### src/rtl/gpio_bank_pkg.sv
package gpio_bank_pkg;

  localparam int unsigned LANES = 32;

  localparam logic [31:0] OFS_LEVEL  = 32'h004;
  localparam logic [31:0] OFS_DIR    = 32'h01C;
  localparam logic [31:0] OFS_SET    = 32'h034;
  localparam logic [31:0] OFS_CLR    = 32'h04C;
  localparam logic [31:0] OFS_BYPASS = 32'h094;

  // windows of neighbouring kinds are 0x18 apart: at most 6 banks fit
  localparam int unsigned MAX_BANKS = 6;

  typedef enum logic [2:0] {
    KIND_NONE,
    KIND_LEVEL,
    KIND_DIR,
    KIND_SET,
    KIND_CLR,
    KIND_BYPASS
  } reg_kind_e;

  function automatic logic in_window(input logic [31:0] addr,
                                     input logic [31:0] base,
                                     input int unsigned nbanks);
    return (addr >= base) && (addr < base + 32'(4 * nbanks)) && (addr[1:0] == 2'b00);
  endfunction

endpackage

### src/rtl/gpio_rst_sync.sv
module gpio_rst_sync (
  input  logic clk,
  input  logic rst_n,
  output logic rst_sync_n
);
  logic meta_q;
  logic hold_q;

  always_ff @(posedge clk or negedge rst_n) begin
    if (!rst_n) begin
      meta_q <= 1'b0;
      hold_q <= 1'b0;
    end else begin
      meta_q <= 1'b1;
      hold_q <= meta_q;
    end
  end

  assign rst_sync_n = hold_q;
endmodule

### src/rtl/gpio_addr_decode.sv
module gpio_addr_decode
  import gpio_bank_pkg::*;
#(
  parameter int unsigned ADDR_W    = 10,
  parameter int unsigned NUM_BANKS = 2,
  parameter int unsigned BANK_W    = 1
) (
  input  logic [ADDR_W-1:0] addr,
  output reg_kind_e         kind,
  output logic [BANK_W-1:0] bank
);
  logic [31:0] addr_ext;
  logic [31:0] delta;

  assign addr_ext = 32'(addr);

  always_comb begin
    kind  = KIND_NONE;
    delta = '0;
    if (in_window(addr_ext, OFS_LEVEL, NUM_BANKS)) begin
      kind  = KIND_LEVEL;
      delta = addr_ext - OFS_LEVEL;
    end else if (in_window(addr_ext, OFS_DIR, NUM_BANKS)) begin
      kind  = KIND_DIR;
      delta = addr_ext - OFS_DIR;
    end else if (in_window(addr_ext, OFS_SET, NUM_BANKS)) begin
      kind  = KIND_SET;
      delta = addr_ext - OFS_SET;
    end else if (in_window(addr_ext, OFS_CLR, NUM_BANKS)) begin
      kind  = KIND_CLR;
      delta = addr_ext - OFS_CLR;
    end else if (in_window(addr_ext, OFS_BYPASS, NUM_BANKS)) begin
      kind  = KIND_BYPASS;
      delta = addr_ext - OFS_BYPASS;
    end
  end

  assign bank = BANK_W'(delta >> 2);
endmodule

### src/rtl/gpio_sync2.sv
module gpio_sync2 #(
  parameter int unsigned WIDTH = 32
) (
  input  logic             clk,
  input  logic             rst_n,
  input  logic [WIDTH-1:0] din,
  output logic [WIDTH-1:0] dout
);
  logic [WIDTH-1:0] stage1_q;
  logic [WIDTH-1:0] stage2_q;

  always_ff @(posedge clk or negedge rst_n) begin
    if (!rst_n) begin
      stage1_q <= '0;
      stage2_q <= '0;
    end else begin
      stage1_q <= din;
      stage2_q <= stage1_q;
    end
  end

  assign dout = stage2_q;
endmodule

### src/rtl/gpio_bank_slice.sv
module gpio_bank_slice #(
  parameter int unsigned VALID_LANES = 32
) (
  input  logic                   clk,
  input  logic                   rst_n,
  input  logic                   we_dir,
  input  logic                   we_set,
  input  logic                   we_clr,
  input  logic                   we_byp,
  input  logic [VALID_LANES-1:0] wdata,
  input  logic [VALID_LANES-1:0] pin_raw,
  output logic [VALID_LANES-1:0] out_q,
  output logic [VALID_LANES-1:0] dir_q,
  output logic [VALID_LANES-1:0] byp_q,
  output logic [VALID_LANES-1:0] level
);
  logic [VALID_LANES-1:0] out_d;
  logic [VALID_LANES-1:0] dir_d;
  logic [VALID_LANES-1:0] byp_d;
  logic                   out_en;
  logic                   dir_en;
  logic                   byp_en;

  // next state
  always_comb begin
    out_en = we_set | we_clr;
    dir_en = we_dir;
    byp_en = we_byp;
    dir_d  = wdata;
    byp_d  = wdata;
    if (we_set) begin
      out_d = out_q | wdata;
    end else begin
      out_d = out_q & ~wdata;
    end
  end

  // state registers with explicit clock enables
  always_ff @(posedge clk or negedge rst_n) begin
    if (!rst_n) begin
      out_q <= '0;
    end else if (out_en) begin
      out_q <= out_d;
    end
  end

  always_ff @(posedge clk or negedge rst_n) begin
    if (!rst_n) begin
      dir_q <= '0;
    end else if (dir_en) begin
      dir_q <= dir_d;
    end
  end

  always_ff @(posedge clk or negedge rst_n) begin
    if (!rst_n) begin
      byp_q <= '0;
    end else if (byp_en) begin
      byp_q <= byp_d;
    end
  end

  gpio_sync2 #(.WIDTH(VALID_LANES)) u_sync (
    .clk   (clk),
    .rst_n (rst_n),
    .din   (pin_raw),
    .dout  (level)
  );
endmodule

### src/rtl/gpio_read_mux.sv
module gpio_read_mux
  import gpio_bank_pkg::*;
#(
  parameter int unsigned NUM_BANKS = 2,
  parameter int unsigned BANK_W    = 1
) (
  input  reg_kind_e         kind,
  input  logic [BANK_W-1:0] bank,
  input  logic [31:0]       lvl_w [NUM_BANKS],
  input  logic [31:0]       dir_w [NUM_BANKS],
  input  logic [31:0]       byp_w [NUM_BANKS],
  output logic [31:0]       word
);
  always_comb begin
    word = '0;
    for (int b = 0; b < NUM_BANKS; b++) begin
      if (32'(bank) == 32'(b)) begin
        case (kind)
          KIND_LEVEL:  word = lvl_w[b];
          KIND_DIR:    word = dir_w[b];
          KIND_BYPASS: word = byp_w[b];
          default:     word = '0;
        endcase
      end
    end
  end
endmodule

### src/rtl/gpio_bank_regs.sv
module gpio_bank_regs
  import gpio_bank_pkg::*;
#(
  parameter int unsigned NUM_PINS = 40,
  parameter int unsigned ADDR_W   = 10
) (
  input  logic                clk,
  input  logic                rst_n,
  input  logic                bus_wr,
  input  logic                bus_rd,
  input  logic [ADDR_W-1:0]   bus_addr,
  input  logic [31:0]         bus_wdata,
  output logic [31:0]         bus_rdata,
  input  logic [NUM_PINS-1:0] pad_in,
  output logic [NUM_PINS-1:0] pad_out,
  output logic [NUM_PINS-1:0] pad_oe,
  output logic [NUM_PINS-1:0] pin_level,
  output logic [NUM_PINS-1:0] filt_bypass
);
  localparam int unsigned NUM_BANKS = (NUM_PINS + LANES - 1) / LANES;
  localparam int unsigned BANK_W    = (NUM_BANKS > 1) ? $clog2(NUM_BANKS) : 1;

  logic        rst_sync_n;
  reg_kind_e   kind;
  logic [BANK_W-1:0] bank;
  logic [31:0] lvl_w [NUM_BANKS];
  logic [31:0] dir_w [NUM_BANKS];
  logic [31:0] byp_w [NUM_BANKS];
  logic [31:0] rd_word;
  logic [31:0] rdata_d;
  logic [31:0] rdata_q;

  gpio_rst_sync u_rst (
    .clk        (clk),
    .rst_n      (rst_n),
    .rst_sync_n (rst_sync_n)
  );

  gpio_addr_decode #(
    .ADDR_W    (ADDR_W),
    .NUM_BANKS (NUM_BANKS),
    .BANK_W    (BANK_W)
  ) u_dec (
    .addr (bus_addr),
    .kind (kind),
    .bank (bank)
  );

  for (genvar b = 0; b < NUM_BANKS; b++) begin : g_bank
    localparam int unsigned LO = b * LANES;
    localparam int unsigned VL = ((NUM_PINS - LO) < LANES) ? (NUM_PINS - LO) : LANES;

    logic          sel;
    logic [VL-1:0] out_b;
    logic [VL-1:0] dir_b;
    logic [VL-1:0] byp_b;
    logic [VL-1:0] lvl_b;

    assign sel = bus_wr && (32'(bank) == 32'(b));

    gpio_bank_slice #(.VALID_LANES(VL)) u_slice (
      .clk     (clk),
      .rst_n   (rst_sync_n),
      .we_dir  (sel && (kind == KIND_DIR)),
      .we_set  (sel && (kind == KIND_SET)),
      .we_clr  (sel && (kind == KIND_CLR)),
      .we_byp  (sel && (kind == KIND_BYPASS)),
      .wdata   (bus_wdata[VL-1:0]),
      .pin_raw (pad_in[LO +: VL]),
      .out_q   (out_b),
      .dir_q   (dir_b),
      .byp_q   (byp_b),
      .level   (lvl_b)
    );

    assign pad_out[LO +: VL]     = out_b;
    assign pad_oe[LO +: VL]      = dir_b;
    assign filt_bypass[LO +: VL] = byp_b;
    assign pin_level[LO +: VL]   = lvl_b;
    assign lvl_w[b] = 32'(lvl_b);
    assign dir_w[b] = 32'(dir_b);
    assign byp_w[b] = 32'(byp_b);
  end

  gpio_read_mux #(
    .NUM_BANKS (NUM_BANKS),
    .BANK_W    (BANK_W)
  ) u_rmux (
    .kind  (kind),
    .bank  (bank),
    .lvl_w (lvl_w),
    .dir_w (dir_w),
    .byp_w (byp_w),
    .word  (rd_word)
  );

  always_comb begin
    rdata_d = bus_rd ? rd_word : '0;
  end

  always_ff @(posedge clk or negedge rst_sync_n) begin
    if (!rst_sync_n) begin
      rdata_q <= '0;
    end else begin
      rdata_q <= rdata_d;
    end
  end

  assign bus_rdata = rdata_q;
endmodule

### config.mk
export PLATFORM = sky130hd
export DESIGN_NAME = gpio_bank_regs
export DESIGN_NICKNAME = d
export VERILOG_FILES = /design/src/rtl/gpio_bank_pkg.sv /design/src/rtl/gpio_rst_sync.sv /design/src/rtl/gpio_addr_decode.sv /design/src/rtl/gpio_sync2.sv /design/src/rtl/gpio_bank_slice.sv /design/src/rtl/gpio_read_mux.sv /design/src/rtl/gpio_bank_regs.sv
export SDC_FILE = /design/constraint.sdc
export NUM_CORES = 1
export LEC_CHECK = 0
export BUFFER_PORTS_ARGS = -buffer_cell sky130_fd_sc_hd__buf_2
export CAP_MARGIN = 0
export CORE_ASPECT_RATIO = 0.9
export CORE_MARGIN = 5
export CORE_UTILIZATION = 41
export CTS_CLUSTER_SIZE = 10
export DETAILED_ROUTE_END_ITERATION = 6
export HOLD_SLACK_MARGIN = 0.03
export PLACE_DENSITY = 0.76
export RECOVER_POWER = 100
export SLEW_MARGIN = 20
export SYNTH_ARGS = -nofsm -noshare
export SYNTH_HDL_FRONTEND = slang
export SYNTH_SLANG_ARGS = --single-unit
### constraint.sdc
create_clock -name clk -period 7.6 [get_ports clk]
set_input_delay 1.52 -clock clk [delete_from_list [all_inputs] [get_ports clk]]
set_output_delay 1.52 -clock clk [all_outputs]
set_load 0.02 [all_outputs]
==> metrics.txt <==
routability cong.=0.833; crit path time final=5460 ps; CP cell instances=buf_2 -> or4_1 -> or2_0 -> nor4b_1 -> buf_6 -> clkbuf_1 -> o21ai_1 -> o22ai_1; setup TNS=0 ps; CP Capture Type=flop; failing checks=capacitance limit, slew limit; Clock Tree Root=clkbuf_16; Filler Cell Count=2038; Vias/cell=5.49; crit path launch type=input pin; Slew headroom=-0.621; status=finished with violations; post-synth top area share=0.655; WP data arrival=5890 ps; hold path endpoint=g_bank[0].u_slice.u_sync.dout[7]; Initial Utilization=0.414; final cycle utilization of the critical path=0.719; DIE AREA=0.0248 mm²; total power draw=2.55 mW; Post-Syn Area=0.00893 mm²; First-pass DRT Iterations=5; reg2reg end=g_bank[0].u_slice.u_sync.dout[15]; yosys warns=0; htree depth=1; initial antenna violation count=3; DRT iter0 DRCs=460; Syn Nets=711; Routed Antenna Nets=0; syn avg cell area=14.3 µm²; Top Usage Layer GRT=met2; routed via count=6541; FMAX=183 MHz; slew at the pin closest to its max-slew limit=2430 ps; top cells by count, synth=dfrtp_1, a22o_1, mux2_2, nand3_1, a22oi_1; Hold Path Stages=0; TritonCTS Buffers=27; Hold Vio Cnt, Final=0; clock-pin slew on the worst setup and hold paths=50 ps; FF+latch count, synth=234; IO buf count=277; core area=0.0216 mm²; largest net degree at the start of global routing=76; Setup Skew=13.5 ps; asr flop ratio synth=1.00; Row Count=51; global-route wire length before repair=40200 µm; Leak=4.92 nW; Max Cap Viol=6; met1 Usage GRT=0.289; maximum vdd drop=148 µV; Post-route DRC=0; post-cts sizing count=0; final-report setup violation count=0; Hold Crit Class=reg2reg; Area after DPL=0.0106 mm²; kind of critical path=in2reg; most frequent cell after synthesis=dfrtp_1; Yosys top cell by area=dfrtp_1; largest cells by area after synthesis=dfrtp_1, a22o_1, mux2_2; Syn Inst Count=625; RSZ-0062 raised after global routing=false; share of layout cells above drive strength 1=0.191; Slew Limit Fails=129; Total Routed Length=26500 µm; Overall Global Routing Usage=0.209; GR met3 Demand/Resource=0.0611; Seq/Total Area, Yosys=0.655; r2r startpoint=u_rst.rst_sync_n; reg2reg path depth=2; layout overhead on the synthesized area=21.4%; CTS Hold Buffers Added=0; routed wire length per instance=22.2 µm; slowest cell delay on critical path=1280 ps; Clock Sinks=234; vias in the first global route=6910; count of cell types in the netlist=40; boundary pin count=278; cell area after layout=0.0108 mm²; setup repair bufs after CTS=0; CP Max Fanout=25; reg-to-reg slack, setup=3260 ps; final-stage net count=981; final hold slack=345 ps; Util after Layout=0.503; post-DP HPWL=17700 µm; EDFF count, synth=0; grt ovf=0; Die Y=150 µm; CP max stage cell=nor4b_1; die width=166 µm; CTS max path bufs=3; GRT met2 Usage=0.323; HP Start=g_bank[0].u_slice.u_sync.stage1_q[7]; ys flop type=dfrtp_1; clk_lat worst skew=530 ps; pwr dens=235 mW/mm²; Critical Path RT=8030 ps; CTS tree=yes
-- metrics by stage --
step,setup WS [ps],cells
2_1_floorplan,596,625
3_3_place_gp,3120,1155
3_5_place_dp,2980,1155
4_1_cts,3520,1188
5_1_grt,1830,1191
6_report,2140,1191
-- routing by layer --
metal  routed length (µm)  vias to the layer above
met1                11000                     3301
met2                12100                      330
met3                 2630                       51
li1                     -                     2855
met4                  686                        4
met5                   15                        -
-- area by class of cell --
type | count | area (µm²) | share of cell area
Antenna cell | 1 | 2.50 | 0.000231
Clock inverter | 2 | 13.8 | 0.00127
Multi-Input combinational cell | 335 | 2670 | 0.247
Timing Repair Buffer | 289 | 1210 | 0.112
Inverter | 8 | 30.0 | 0.00277
Clock buffer | 31 | 691 | 0.0637
Sequential cell | 234 | 5860 | 0.540
Tap cell | 291 | 364 | 0.0336
-- worst max path at each step --
| stage | startpoint | to | slack, ps | cells after the start |
|---|---|---|---|---|
| 5_1_grt | bus_addr[0] | bus_rdata[2] | 1830 | 8 |
| 2_1_floorplan | u_rst.rst_sync_n | asynchronous set/reset pin | 600 | 0 |
| 3_3_place_gp | bus_addr[1] | bus_rdata[0] | 3120 | 7 |
| 3_5_place_dp | bus_addr[0] | bus_rdata[2] | 2980 | 7 |
| 6_report | bus_addr[1] | bus_rdata[2] | 2140 | 8 |
| 4_1_cts | bus_addr[0] | bus_rdata[2] | 3520 | 7 |
-- kinds of logic (layout without fill, tap and decap cells) --
logic type                count (synthesis)  count (layout)  share of synthesized area
DFF                                     234             234                      0.655
other                                     1               2                   0.000420
and+or+nand+nor                         101             101                     0.0650
muxes                                    80              80                      0.113
AOI/OAI and AO/OA                       151             151                      0.135
buffers and inverters                    56             330                     0.0286
xor gates and xnor gates                  2               2                    0.00196
-- critical path: cells and delay by family --
family                 cells  cell delay [ps]
buffers and inverters      3             1350
AOI/OAI and AO/OA          2              780
and+or+nand+nor            3             2200
-- placed cells by master, fill, tap and decap left out, types with 4 or more instances in the layout --
cell type,count
a2111o_1,8
a21oi_1,18
a22o_1,72
a22oi_1,32
a2bb2oi_1,8
buf_2,82
buf_4,5
clkbuf_1,205
clkbuf_16,27
dfrtp_1,234
inv_1,8
mux2_1,30
mux2_2,49
nand2_1,4
nand3_1,42
nand4_1,8
nor2_1,26
nor4b_1,5
o22ai_1,8
-- where the power goes --
part           internal [mW]  switching (mW)
clock                  0.630           0.465
sequential              1.28          0.0221
combinational         0.0436           0.106
total                   1.95           0.593
Power figures use the tool's default switching activity.
